`src/rtl/uart_fifo_pkg.sv`:
```
package uart_fifo_pkg;

   localparam int unsigned DATA_W  = 8;
   localparam int unsigned ERR_W   = 4;
   localparam int unsigned RXENT_W = DATA_W + ERR_W;
   localparam int unsigned LVL_W   = 3;

   typedef enum logic [LVL_W-1:0] {
      LVL_EIGHTH    = 3'd0,
      LVL_QUARTER   = 3'd1,
      LVL_HALF      = 3'd2,
      LVL_3QUARTER  = 3'd3,
      LVL_7EIGHTH   = 3'd4
   } lvl_code_e;

   // Threshold in entries for a level code; reserved codes map to half.
   function automatic int unsigned lvl_threshold(input int unsigned depth,
                                                 input logic [LVL_W-1:0] code);
      case (code)
         LVL_EIGHTH:   return depth / 8;
         LVL_QUARTER:  return depth / 4;
         LVL_HALF:     return depth / 2;
         LVL_3QUARTER: return (3 * depth) / 4;
         LVL_7EIGHTH:  return (7 * depth) / 8;
         default:      return depth / 2;
      endcase
   endfunction

endpackage

```
`src/rtl/ufifo_queue.sv`:
```
module ufifo_queue #(
   parameter int unsigned WIDTH = 8,
   parameter int unsigned DEPTH = 16,
   localparam int unsigned PTR_W = $clog2(DEPTH),
   localparam int unsigned CNT_W = $clog2(DEPTH + 1)
) (
   input  logic             clk,
   input  logic             rst_n,
   input  logic             flush,
   input  logic             single,
   input  logic             push,
   input  logic [WIDTH-1:0] wdata,
   input  logic             pop,
   output logic [WIDTH-1:0] rdata,
   output logic             empty,
   output logic             full,
   output logic [CNT_W-1:0] count,
   output logic             push_ok
);

   generate
      if (DEPTH < 8 || (DEPTH & (DEPTH - 1)) != 0) begin : g_bad_depth
         $error("ufifo_queue: DEPTH must be a power of two and at least 8");
      end
      if (WIDTH < 1) begin : g_bad_width
         $error("ufifo_queue: WIDTH must be positive");
      end
   endgenerate

   logic [WIDTH-1:0] mem [DEPTH];
   logic [PTR_W-1:0] wr_ptr, rd_ptr;
   logic [CNT_W-1:0] limit;
   logic             pop_ok;

   assign limit   = single ? CNT_W'(1) : CNT_W'(DEPTH);
   assign empty   = (count == '0);
   assign full    = (count == limit);
   assign pop_ok  = pop && !empty && !flush;
   assign push_ok = push && !flush && (!full || pop_ok);
   assign rdata   = mem[rd_ptr];

   always_ff @(posedge clk or negedge rst_n) begin
      if (!rst_n) begin
         wr_ptr <= '0;
         rd_ptr <= '0;
         count  <= '0;
      end else if (flush) begin
         wr_ptr <= '0;
         rd_ptr <= '0;
         count  <= '0;
      end else begin
         if (push_ok) wr_ptr <= wr_ptr + PTR_W'(1);
         if (pop_ok)  rd_ptr <= rd_ptr + PTR_W'(1);
         case ({push_ok, pop_ok})
            2'b10:   count <= count + CNT_W'(1);
            2'b01:   count <= count - CNT_W'(1);
            default: count <= count;
         endcase
      end
   end

   always_ff @(posedge clk) begin
      if (push_ok) mem[wr_ptr] <= wdata;
   end

endmodule

```
`src/rtl/ufifo_level.sv`:
```
module ufifo_level #(
   parameter int unsigned DEPTH  = 16,
   parameter bit          IS_RX  = 1'b1,
   localparam int unsigned CNT_W = $clog2(DEPTH + 1)
) (
   input  logic                             clk,
   input  logic                             rst_n,
   input  logic                             load,
   input  logic [uart_fifo_pkg::LVL_W-1:0]  sel,
   input  logic                             single,
   input  logic [CNT_W-1:0]                 count,
   output logic                             irq
);
   import uart_fifo_pkg::*;

   logic [LVL_W-1:0] code_q;
   logic [CNT_W-1:0] thresh;

   always_ff @(posedge clk or negedge rst_n) begin
      if (!rst_n)    code_q <= LVL_HALF;
      else if (load) code_q <= sel;
   end

   assign thresh = CNT_W'(lvl_threshold(DEPTH, code_q));

   generate
      if (IS_RX) begin : g_rx
         assign irq = single ? (count != '0) : (count >= thresh);
      end else begin : g_tx
         assign irq = single ? (count == '0) : (count <= thresh);
      end
   endgenerate

endmodule

```
`src/rtl/uart_fifo_pair.sv`:
```
module uart_fifo_pair #(
   parameter int unsigned DEPTH = 16
) (
   input  logic        clk,
   input  logic        rst_n,
   input  logic        fifo_en,
   input  logic        lvl_load,
   input  logic [2:0]  tx_lvl_sel,
   input  logic [2:0]  rx_lvl_sel,
   input  logic        tx_wr,
   input  logic [7:0]  tx_wdata,
   input  logic        tx_rd,
   output logic [7:0]  tx_rdata,
   output logic        tx_empty,
   output logic        tx_full,
   output logic        tx_irq,
   input  logic        rx_wr,
   input  logic [7:0]  rx_wdata,
   input  logic [3:0]  rx_werr,
   input  logic        rx_rd,
   output logic [11:0] rx_rdata,
   output logic        rx_empty,
   output logic        rx_full,
   output logic        rx_irq,
   input  logic        ovr_clr,
   output logic        rx_ovr
);
   import uart_fifo_pkg::*;

   localparam int unsigned CNT_W = $clog2(DEPTH + 1);

   logic             en_q, flush, single;
   logic [CNT_W-1:0] tx_cnt, rx_cnt;
   logic             tx_push_ok, rx_push_ok, rx_drop;

   always_ff @(posedge clk or negedge rst_n) begin
      if (!rst_n) en_q <= 1'b0;
      else        en_q <= fifo_en;
   end

   assign flush  = (fifo_en != en_q);
   assign single = !en_q;

   ufifo_queue #(.WIDTH(DATA_W), .DEPTH(DEPTH)) u_txq (
      .clk(clk), .rst_n(rst_n), .flush(flush), .single(single),
      .push(tx_wr), .wdata(tx_wdata), .pop(tx_rd), .rdata(tx_rdata),
      .empty(tx_empty), .full(tx_full), .count(tx_cnt), .push_ok(tx_push_ok)
   );

   ufifo_queue #(.WIDTH(RXENT_W), .DEPTH(DEPTH)) u_rxq (
      .clk(clk), .rst_n(rst_n), .flush(flush), .single(single),
      .push(rx_wr), .wdata({rx_werr, rx_wdata}), .pop(rx_rd), .rdata(rx_rdata),
      .empty(rx_empty), .full(rx_full), .count(rx_cnt), .push_ok(rx_push_ok)
   );

   ufifo_level #(.DEPTH(DEPTH), .IS_RX(1'b0)) u_txlvl (
      .clk(clk), .rst_n(rst_n), .load(lvl_load), .sel(tx_lvl_sel),
      .single(single), .count(tx_cnt), .irq(tx_irq)
   );

   ufifo_level #(.DEPTH(DEPTH), .IS_RX(1'b1)) u_rxlvl (
      .clk(clk), .rst_n(rst_n), .load(lvl_load), .sel(rx_lvl_sel),
      .single(single), .count(rx_cnt), .irq(rx_irq)
   );

   // A byte lost at a full receive queue; a mode-change cycle drops silently.
   assign rx_drop = rx_wr && !rx_push_ok && !flush;

   always_ff @(posedge clk or negedge rst_n) begin
      if (!rst_n)       rx_ovr <= 1'b0;
      else if (rx_drop) rx_ovr <= 1'b1;
      else if (ovr_clr) rx_ovr <= 1'b0;
   end

endmodule

```
`config.mk`:
```
export PLATFORM = sky130hd
export DESIGN_NAME = uart_fifo_pair
export DESIGN_NICKNAME = d
export VERILOG_FILES = /design/src/rtl/uart_fifo_pkg.sv /design/src/rtl/ufifo_queue.sv /design/src/rtl/ufifo_level.sv /design/src/rtl/uart_fifo_pair.sv
export SDC_FILE = /design/constraint.sdc
export NUM_CORES = 1
export LEC_CHECK = 0
export ABC_CLOCK_PERIOD_IN_PS = 3500
export BUFFER_PORTS_ARGS = -buffer_cell sky130_fd_sc_hd__buf_4
export CORE_UTILIZATION = 57
export DETAILED_ROUTE_END_ITERATION = 10
export GPL_TIMING_DRIVEN = 0
export PLACE_DENSITY = 0.75
export SLEW_MARGIN = 20
export SYNTH_ARGS = -nofsm -noshare
export SYNTH_HDL_FRONTEND = slang
export SYNTH_HIERARCHICAL = 1
export SYNTH_SLANG_ARGS = --single-unit
```
`constraint.sdc`:
```
create_clock -name clk -period 3.5 [get_ports clk]
set_clock_uncertainty 0.15 [all_clocks]
set_input_delay 0.7 -clock clk [delete_from_list [all_inputs] [get_ports clk]]
set_output_delay 0.7 -clock clk [all_outputs]
set_load 0.05 [all_outputs]
```
Word-level counts from Yosys, hierarchy flattened:

Memories as Yosys holds them, arrays and structs flattened.
Cells that the tools add are included.

* flip-flop bits (word level): 34
* bits in latches: 0
* memory bits (writable): 320
* memory bits (read-only): 0
* input port bits: 35
* output and inout bits: 27
* memories kept: 2

Memory list
* u_rxq.mem: depth 16, width 12, read ports 1, clocked after Yosys merged registers in 0, wr ports 1, RTL line ufifo_queue.sv:30 `logic [WIDTH-1:0] mem [DEPTH];`
* u_txq.mem: depth 16, width 8, read ports 1, clocked after Yosys merged registers in 0, wr ports 1, RTL line ufifo_queue.sv:30

* add/subtract/negate cells: 8
* multiply operators: 0
* div/mod/pow operators: 0
* order comparisons: 2
* eq/ne operators: 13
* shift operators: 0
* mux-type cells: 23
* bitwise logic cells: 0
* reduce and logical (&&, ||, !) cells: 30

Operators by type and width (number)
* 2-to-1 mux 4 bit: 8
* one-hot mux 4 bit (4 select lines): 2
* one-hot mux 5 bit (2 select lines): 2
* adder 4 x 1 -> 4 bit, second input constant: 4
* 2-to-1 mux 5 bit: 3
* adder 5 x 1 -> 5 bit, second input constant: 2
* == test 5 bit: 2
* logical AND 1 bit: 10
* logical NOT 5 bit: 2
* nonzero test 2 bit: 5
* subtractor 5 x 1 -> 5 bit, second input constant: 2
* 2-to-1 mux 1 bit: 8
* == test 3 x 1 -> 1 bit, second input constant: 2
* == test 3 x 2 -> 1 bit, second input constant: 2
* == test 3 bit, second input constant: 2
* logical NOT 1 bit: 6
* logical NOT 3 bit: 2
* nonzero test 3 bit: 2
* greater-or-equal comparator 5 x 4 -> 1 bit: 1
* <= comparator 5 x 4 -> 1 bit: 1
* nonzero test 5 bit: 1
* == test 2 x 1 -> 1 bit, second input constant: 2
* == test 2 bit, second input constant: 2
* logical OR 1 bit: 2
* inequality test 1 bit: 1

Depth between registers and ports, before layout:

Gate-level depths: netlist of run 1.

* depth after elaboration: 10
* gate-level depth with buffers: 13
* mapped depth without buffers: 11

Cells and area by module:

The synthesis of run 1 kept the hierarchy.

By module, submodules not included
* ufifo_queue at u_rxq: instances 1, cells each 481, area an instance 8366.8 µm²
* ufifo_queue at u_txq: instances 1, cells each 360, area an instance 5963.2 µm²
* ufifo_level at u_txlvl: instances 1, cells each 21, area an instance 226.5 µm²
* ufifo_level at u_rxlvl: instances 1, cells each 20, area an instance 215.2 µm²
* uart_fifo_pair: instances 1, cells each 7, area an instance 86.3 µm²

Least setup slack after synthesis of run 1:

No wires, ideal clock.

* path kind: register -> register
* start: register u_rxq.count[0]
* end: memory u_rxq/mem[4][0] (netlist name), enable pin
* setup time: 0.298 ns
* arrival: 2.603 ns
* required time: 3.052 ns
* setup slack: 0.449 ns
* cell stages (with the launch flop): 7
* clock period less this slack: 3.051 ns
* cell sequence: dfrtp_1 buf_2 or3b_2 a21oi_1 a21boi_0 nor3_1 and2_1

RTL lines
* from (decl): RTL line ufifo_queue.sv:17 `output logic [CNT_W-1:0] count,`
* from (signal assigned): RTL line ufifo_queue.sv:55 `2'b10: count <= count + CNT_W'(1);`
* from (signal assigned): RTL line ufifo_queue.sv:56 `2'b01: count <= count - CNT_W'(1);`
* from (signal assigned): RTL line ufifo_queue.sv:57 `default: count <= count;`
* == test 5 bit: RTL line ufifo_queue.sv:37 `assign full = (count == limit);`
* via rx_full: RTL line uart_fifo_pair.sv:23 `output logic rx_full,`
* logical NOT 1 bit: RTL line ufifo_queue.sv:39 `assign push_ok = push && !flush && (!full || pop_ok);`
* logical OR 1 bit: RTL line ufifo_queue.sv:39
* logical AND 1 bit: RTL line ufifo_queue.sv:39
* 2-to-1 mux 1 bit: RTL line ufifo_queue.sv:63 `if (push_ok) mem[wr_ptr] <= wdata;`
* 2-to-1 mux 1 bit (implied by the code): RTL line ufifo_queue.sv:63
* to (decl): RTL line ufifo_queue.sv:30

The timed path passes the listed nets, and every way through them passes these cells.

Final worst setup path of run 1:

* start: register u_rxq.rd_ptr[2]
* end: output rx_rdata[3]

* longest elaborated chain between the ends: 1

Ends and longest elaborated chain
* from (decl): RTL line ufifo_queue.sv:31 `logic [PTR_W-1:0] wr_ptr, rd_ptr;`
* from (signal assigned): RTL line ufifo_queue.sv:53 `if (pop_ok) rd_ptr <= rd_ptr + PTR_W'(1);`
* memory (16 x 12 bit)
* to (decl): RTL line uart_fifo_pair.sv:21 `output logic [11:0] rx_rdata,`

Every way passes these cells.

==> results.cfg, run 1 <==
[status]
status = finished with violations
violations = negative hold slack

[sta]
fin_crit_sh = 0.989
max_freq_mhz = 289
final_max_slew_viol_count = 0
rsz0062_at_grt = yes
min_period_ns = 3.46
setup_tns_ns = 0
relSlewSlack = 0.446
finalHoldViolations = 8
setup_violations = 0
worst_pin_slew_ns = 0.831
whs_ns = -0.0105

[floorplanning]
initial_core_util = 0.585
dieArea_mm2 = 0.0267
fp.dieH_um = 163
die_w_um = 163
core_mm2 = 0.0254
io_pins = 62
num_rows = 58

[grt]
grt_pass1_vias = 8428
overflow = 0
grt_start_max_net_pins = 35
grtUsageTotal = 0.235
grt_pass1_wl_um = 46800
antenna_found_initial = 0

[clock_network]
cts-buffers-inserted = 37
tritoncts = yes
clock_latency_ns = 0.51
clock_sinks = 354
cts-hold-fix-buffers = 0
htreeDepth = 2
clk_pin_slew_ns = 0.06
clock_path_buffers = 3
root_buffer = clkbuf_16

[power]
vdd_drop_max_uv = 555
switching_share = 0.299
total_power_w = 0.0116
p_clk_frac = 0.308
p_leak_nw = 5.81
switching_power_w = 0.00347
p_comb_frac = 0.270
power.density_mw_per_mm2 = 686
p_int_w = 0.00814
power_frac_seq = 0.422

[hold_path]
hp-class = in -> async

[yosys]
syn_nets = 948
syn_avg_cell_area_um2 = 16.7
ys_seq_elements = 354
yosysMostFrequentCell = edfxtp_1
synth-main-ff-cell = edfxtp_1
synth-edff-count = 320
synth_cell_types = 65
syn-cell-area_mm2 = 0.0149
synthTopCellsByArea = edfxtp_1 (65%), mux4_2 (6.1%), dfrtp_1 (5.4%), mux2i_1 (4.2%), mux2_2 (2.6%)
synth_top_area_frac = 0.647
seq_area_frac_synth = 0.704
ys_warn_count = 6
syn_inst = 889
ys_async_sr_fraction = 0.0960
synth_top_area_cell = edfxtp_1
synth_common_cells = edfxtp_1 (320), mux2i_1 (62), o21ai_0 (46)

[routing]
route.detailed.drc = 0
routed_wl_um = 30300
dr.pass1.iters = 5
detail_route.iter0.violations = 700
vias_per_cell = 6.07
avgRoutedWirePerCell_um = 22.6
drtAntennaViolNets = 0
num_vias = 8144

[critical_path]
path_class = reg -> out
path_max_fanout = 10
cp.required_ns = 2.65
crit_path_end_kind = output port
crit_arrival_ns = 2.61
cp-start-kind = register

[placed_design]
dpl.hpwl_um = 19600
io_buffers = 60
globalplace.congestion = 0.790
dpl.cell_count = 1280

[finish]
num_antenna_cells = 0
fin_util = 0.666
nets = 1046
stdcell_count = 1341
area_growth_pct = 13.9
drive_gt1_frac = 0.234

[run]
maxCapViolCount = 0
layout by cell type (no fill, tap or decap), types with 9 or more instances in the layout:
cell and n:
inv_1 20, buf_4 63, clkbuf_16 37, nor2_1 30, a221oi_1 16, o21ai_0 46
dfrtp_1 31, xor2_1 11, mux2i_1 62, a21oi_1 26, nand2_1 39, edfxtp_1 320
clkinv_1 12, clkbuf_1 21, nand3_1 9, a22oi_1 20, ha_1 22, and2_1 26
mux4_2 40, mux2_2 34
final cells by class:
class                           instances  area (um^2)
Sequential cell                       354        10500
Fill cell                            1726         8480
Multi-Input combinational cell        469         4160
Clock buffer                           44          952
Timing Repair Buffer                   61          455
Tap cell                              330          413
Buffer                                 42          250
Clock inverter                         19          138
Inverter                               22         86.3
worst paths after layout:
path                       cells past startpoint                            end                           from  slack, ns
min in group clk                               1                 en_q$_DFF_PN0_                        fifo_en       0.17
max                                            7                    rx_rdata[3]    u_rxq/rd_ptr[2]$_DFFE_PN0P_       0.04
max reg2reg                                   10     u_rxq/count[4]$_DFFE_PN0P_                 en_q$_DFF_PN0_       0.36
min                                            1  u_txlvl/code_q[2]$_DFFE_PN0P_                          rst_n      -0.01
max in group asynchronous                      1    u_rxq/rd_ptr[1]$_DFFE_PN0P_                          rst_n       2.85
min reg2reg                                    1  u_txlvl/code_q[0]$_DFFE_PN0P_  u_txlvl/code_q[0]$_DFFE_PN0P_       0.38
metrics by stage:
stage	instance area [um^2]	worst slack (ns)	hold slack (ns)
after global routing	16900	-0.00693	0.0373
after CTS	16900	-0.0722	0.0128
final	16900	0.0371	-0.0105
after floorplan	14900	0.449	0.254
after global placement	15700	-0.405	0.368
after detailed placement	15700	-0.0506	0.373
registers in the layout, summed over array words and instances, names as in the netlist:
| signal | count |
|---|---|
| u_rxq/wr_ptr | 4 |
| rx_ovr | 1 |
| u_txlvl/code_q | 3 |
| u_txq/count | 5 |
| en_q | 1 |
| u_txq/mem | 128 |
| u_rxq/count | 5 |
| u_txq/rd_ptr | 4 |
| u_rxq/mem | 192 |
| u_rxq/rd_ptr | 4 |
| u_txq/wr_ptr | 4 |
| u_rxlvl/code_q | 3 |
kinds of logic after synthesis:
group / count (synthesis) / share of synthesized area
DFF: 354 / 0.704
muxes: 136 / 0.128
buffers and inverters: 66 / 0.0203
AOI/OAI and AO/OA: 144 / 0.0656
and+or+nand+nor: 152 / 0.0529
xor gates and xnor gates: 13 / 0.00766
adders and majority gates: 24 / 0.0212
layer usage:
metal | part of all wire | global-route usage
met1 | 0.39 | 0.293
met2 | 0.52 | 0.414
met3 | 0.053 | 0.0322
met4 | 0.035 | 0.0981
met5 | 0 | 0
power by group through the flow:
stage	clock (W)	sequential, W	combinational (W)
after detailed placement	0	0.00498	0.00311
after global placement	0	0.00497	0.00306
final	0.00357	0.00490	0.00313
after CTS	0.00361	0.00490	0.00314
after global routing	0.00378	0.00492	0.00334
after floorplan	0	0.00495	0.00231
repair_timing:
| item | CTS | global route |
|---|---|---|
| gates cloned | 0 | 0 |
| setup buffers | 0 | 0 |
| endpoints found under the setup margin | 20 | 20 |
| pin swaps | 0 | 1 |
| gates resized for setup | 17 | 18 |
critical path, cell delays in order, from the launching register on:
cell and delay [ns]:
dfrtp_1 0.52, nor2b_1 0.17, clkbuf_1 0.32, buf_2 0.34, a21oi_1 0.19, o21ai_0 0.23, nand2_1 0.13, buf_4 0.21
Note: power is estimated with default switching activity, not from simulation.
==> run 2: changes to the inputs <==
--- a/config.mk
+++ b/config.mk
@@ -8,11 +8,11 @@
 export ABC_CLOCK_PERIOD_IN_PS = 3500
 export BUFFER_PORTS_ARGS = -buffer_cell sky130_fd_sc_hd__buf_4
 export CORE_UTILIZATION = 57
+export CTS_BUF_LIST = sky130_fd_sc_hd__clkbuf_4
 export DETAILED_ROUTE_END_ITERATION = 10
 export GPL_TIMING_DRIVEN = 0
 export PLACE_DENSITY = 0.75
 export SLEW_MARGIN = 20
 export SYNTH_ARGS = -nofsm -noshare
 export SYNTH_HDL_FRONTEND = slang
-export SYNTH_HIERARCHICAL = 1
 export SYNTH_SLANG_ARGS = --single-unit
==> run 2 against run 1 <==
  * The flow now finishes without violations
  * Via count grew 4.2%
  * Die area decreased by 0.76%
  * Area after synthesis is 0.77% lower
  * Cell count is 7.0% higher
  * Clock power fell by 6.2%
  * Sequential power hardly changed
  * Hold slack better by 0.084 ns
  * Utilization is 1.8 points higher
  * Combinational power decreased by 6.7%
  * Final area grew 2.1%
  * Largest power group unchanged
  * Wire length is 3.3% higher
  * Total power down 3.9%
==> results.cfg, run 2 <==
[critical_path]
path_depth = 6
ff2ff_setup_slack_ns = 0.54
reg2reg_from = u_rxq.count[3]$_DFFE_PN0P_
crit_path_start = u_txq.rd_ptr[0]$_DFFE_PN0P_
reg2reg_to = u_rxq.count[3]$_DFFE_PN0P_
path_class = reg -> out
crit_path_end_kind = output port
endpoint = tx_rdata[3]
crit_buf_inv = 2
critical-path-slowest-cell = dfrtp_2
rr_worst_depth = 11
crit_arrival_ns = 2.54
cp_top_family = buffers and inverters
max_stage_delay_ns = 0.45
cp.required_ns = 2.65
cp-start-kind = register
crit_chain = buf_2 > mux2i_1 > a221oi_2 > o21ai_0 > nand2_1 > buf_4
path_max_fanout = 10

[yosys]
ys_seq_elements = 354
synth_cell_types = 54
syn_avg_cell_area_um2 = 16.8
synth_top_area_cell = edfxtp_1
syn_nets = 936
syn-cell-area_mm2 = 0.0147
synth_common_cells = edfxtp_1 (320), mux2i_1 (64), o21ai_0 (44)
synth-edff-count = 320
synthTopCellsByArea = edfxtp_1 (65%), mux4_2 (6.1%), dfrtp_1 (5.4%), mux2i_1 (4.3%), mux2_2 (2.3%)
synth_top_area_frac = 0.652
yosysMostFrequentCell = edfxtp_1
syn_inst = 877
ys_warn_count = 0
ys_async_sr_fraction = 0.0960
synth-main-ff-cell = edfxtp_1
seq_area_frac_synth = 0.710

[clock_network]
root_buffer = clkbuf_4
clock_sinks = 354
cts-buffers-inserted = 88
clk_pin_slew_ns = 0.07
clock_latency_ns = 0.71
clock_path_buffers = 3
htreeDepth = 3
tritoncts = yes

[finish]
final_cell_mix = edfxtp_1 (320), clkbuf_4 (133), buf_4 (67), mux2i_1 (59), o21ai_0 (43)
stdcell_count = 1435
final_common_cell = edfxtp_1
largestRegisters = u_rxq.mem (192), u_txq.mem (128)
largest_register = u_rxq.mem
largest_reg_flops = 192
stdcell_area_mm2 = 0.0173
fill_cells = 1675
multiInputGateArea_mm2 = 0.00432
area_growth_pct = 17.2
nets = 1094
drive_gt1_frac = 0.331
area.sequential_mm2 = 0.0105

[power]
power.density_mw_per_mm2 = 646
vdd_drop_max_uv = 425
total_power_w = 0.0112
p_leak_nw = 6.04

[floorplanning]
num_rows = 58
die_w_um = 163
dieArea_mm2 = 0.0265
core_mm2 = 0.0253
initial_core_util = 0.584
fp.dieH_um = 163
io_pins = 62

[sta]
layout_setup_ws_ns = 0.113
setup_violations = 0
finalHoldViolations = 0
max_freq_mhz = 295
min_period_ns = 3.39
whs_ns = 0.0735
relSlewSlack = 0.434
rsz0062_at_grt = yes
fin_crit_sh = 0.968
worst_pin_slew_ns = 0.848
final_max_slew_viol_count = 0

[routing]
num_vias = 8488
dr.pass1.iters = 5
drtAntennaViolNets = 0
routed_wl_um = 31300
avgRoutedWirePerCell_um = 21.8
vias_per_cell = 5.91
route.detailed.drc = 0
detail_route.iter0.violations = 705

[placed_design]
dpl.cell_count = 1272
globalplace.congestion = 0.836
io_buffers = 60
dpl_cell_area_mm2 = 0.0157
dpl_worst_slack_ns = 0.157
dpl.hpwl_um = 20200

[grt]
grt_pass1_vias = 8516
grt_pass1_wl_um = 47700
antenna_found_initial = 1
grt_start_max_net_pins = 35
grtUsageTotal = 0.245
overflow = 0

[hold_path]
hp-class = in -> reg

[status]
status = completed

[run]
maxCapViolCount = 0
-- run 2: cell count changes after synthesis, sizes merged, moves of 4 or more --
cell,previous run,this run
clkbuf,26,30
a21oi,32,25
inv,21,16
o31ai,3,7
xnor2,2,8
and2,26,9
and3,5,10
or3,7,2
nor2,30,39
-- run 2: worst min path at each step --
stage,cells after the start,endpoint,from
final,2,u_rxlvl.code_q[2]$_DFFE_PN0P_,rx_lvl_sel[2]
after global routing,2,u_rxlvl.code_q[2]$_DFFE_PN0P_,rx_lvl_sel[2]
after CTS,2,u_rxlvl.code_q[2]$_DFFE_PN0P_,rx_lvl_sel[2]
after detailed placement,2,rx_ovr$_DFFE_PN0P_,rx_ovr$_DFFE_PN0P_
after global placement,2,rx_ovr$_DFFE_PN0P_,rx_ovr$_DFFE_PN0P_
after floorplan,0,en_q$_DFF_PN0_,rst_n
-- run 2: what timing repair did --
item | in CTS | in global routing
gates cloned | 0 | 0
pin swaps | 1 | 4
buffers inserted | 0 | 3
gates resized for setup | 64 | 50
endpoints found under the hold margin | 33 | 0
hold buffers | 2 | 0
endpoints found under the setup margin | 20 | 21
-- run 2: power by group --
part	switching [W]	internal [W]	total, W
Combinational	0.00176	0.00116	0.00292
Clock	0.00164	0.00171	0.00335
Sequential	0.000111	0.00478	0.00489
-- run 2: per-stage QoR --
step,setup TNS [ns],util
6_report,0,0.684
5_1_grt,-0.0789,0.684
4_1_cts,0,0.677
3_5_place_dp,0,0.622
3_3_place_gp,-29.84,0.618
2_1_floorplan,0,-
-- run 2: cell type report --
type / count / area share
flip-flops and latches: 354 / 0.606
multi-input cells: 460 / 0.250
clock buffers: 129 / 0.0561
repair buffers: 70 / 0.0314
well taps: 330 / 0.0239
plain buffers: 45 / 0.0208
clock inverters: 30 / 0.00826
inverters: 16 / 0.00348
diodes: 1 / 0.000145
-- run 2: cell families after synthesis --
family,count (synthesis),share of synthesized area
buf+inv,63,0.0182
flops,354,0.710
compound gates,141,0.0653
simple gates,141,0.0451
mux,137,0.130
xor+xnor,17,0.0106
fa+ha+maj,24,0.0214
-- run 2: per-layer routing --
layer	track usage	routed length [um]	vias to the layer above
met1	0.321	12500	4220
met3	0.0581	2420	58
met4	0.0896	655	0
met2	0.402	15700	366
met5	0	0	-
li1	-	-	3844
-- run 2: worst register-to-register path, cell delays in order (launching register included) --
cell      delay [ns]
dfrtp_1         0.43
or3_1           0.36
clkbuf_1        0.16
o311a_1         0.37
nand2_1         0.12
inv_1           0.09
ha_1            0.28
a21o_1          0.18
a21oi_1         0.19
xor2_1          0.16
nor2_1          0.05
mux2_1          0.32
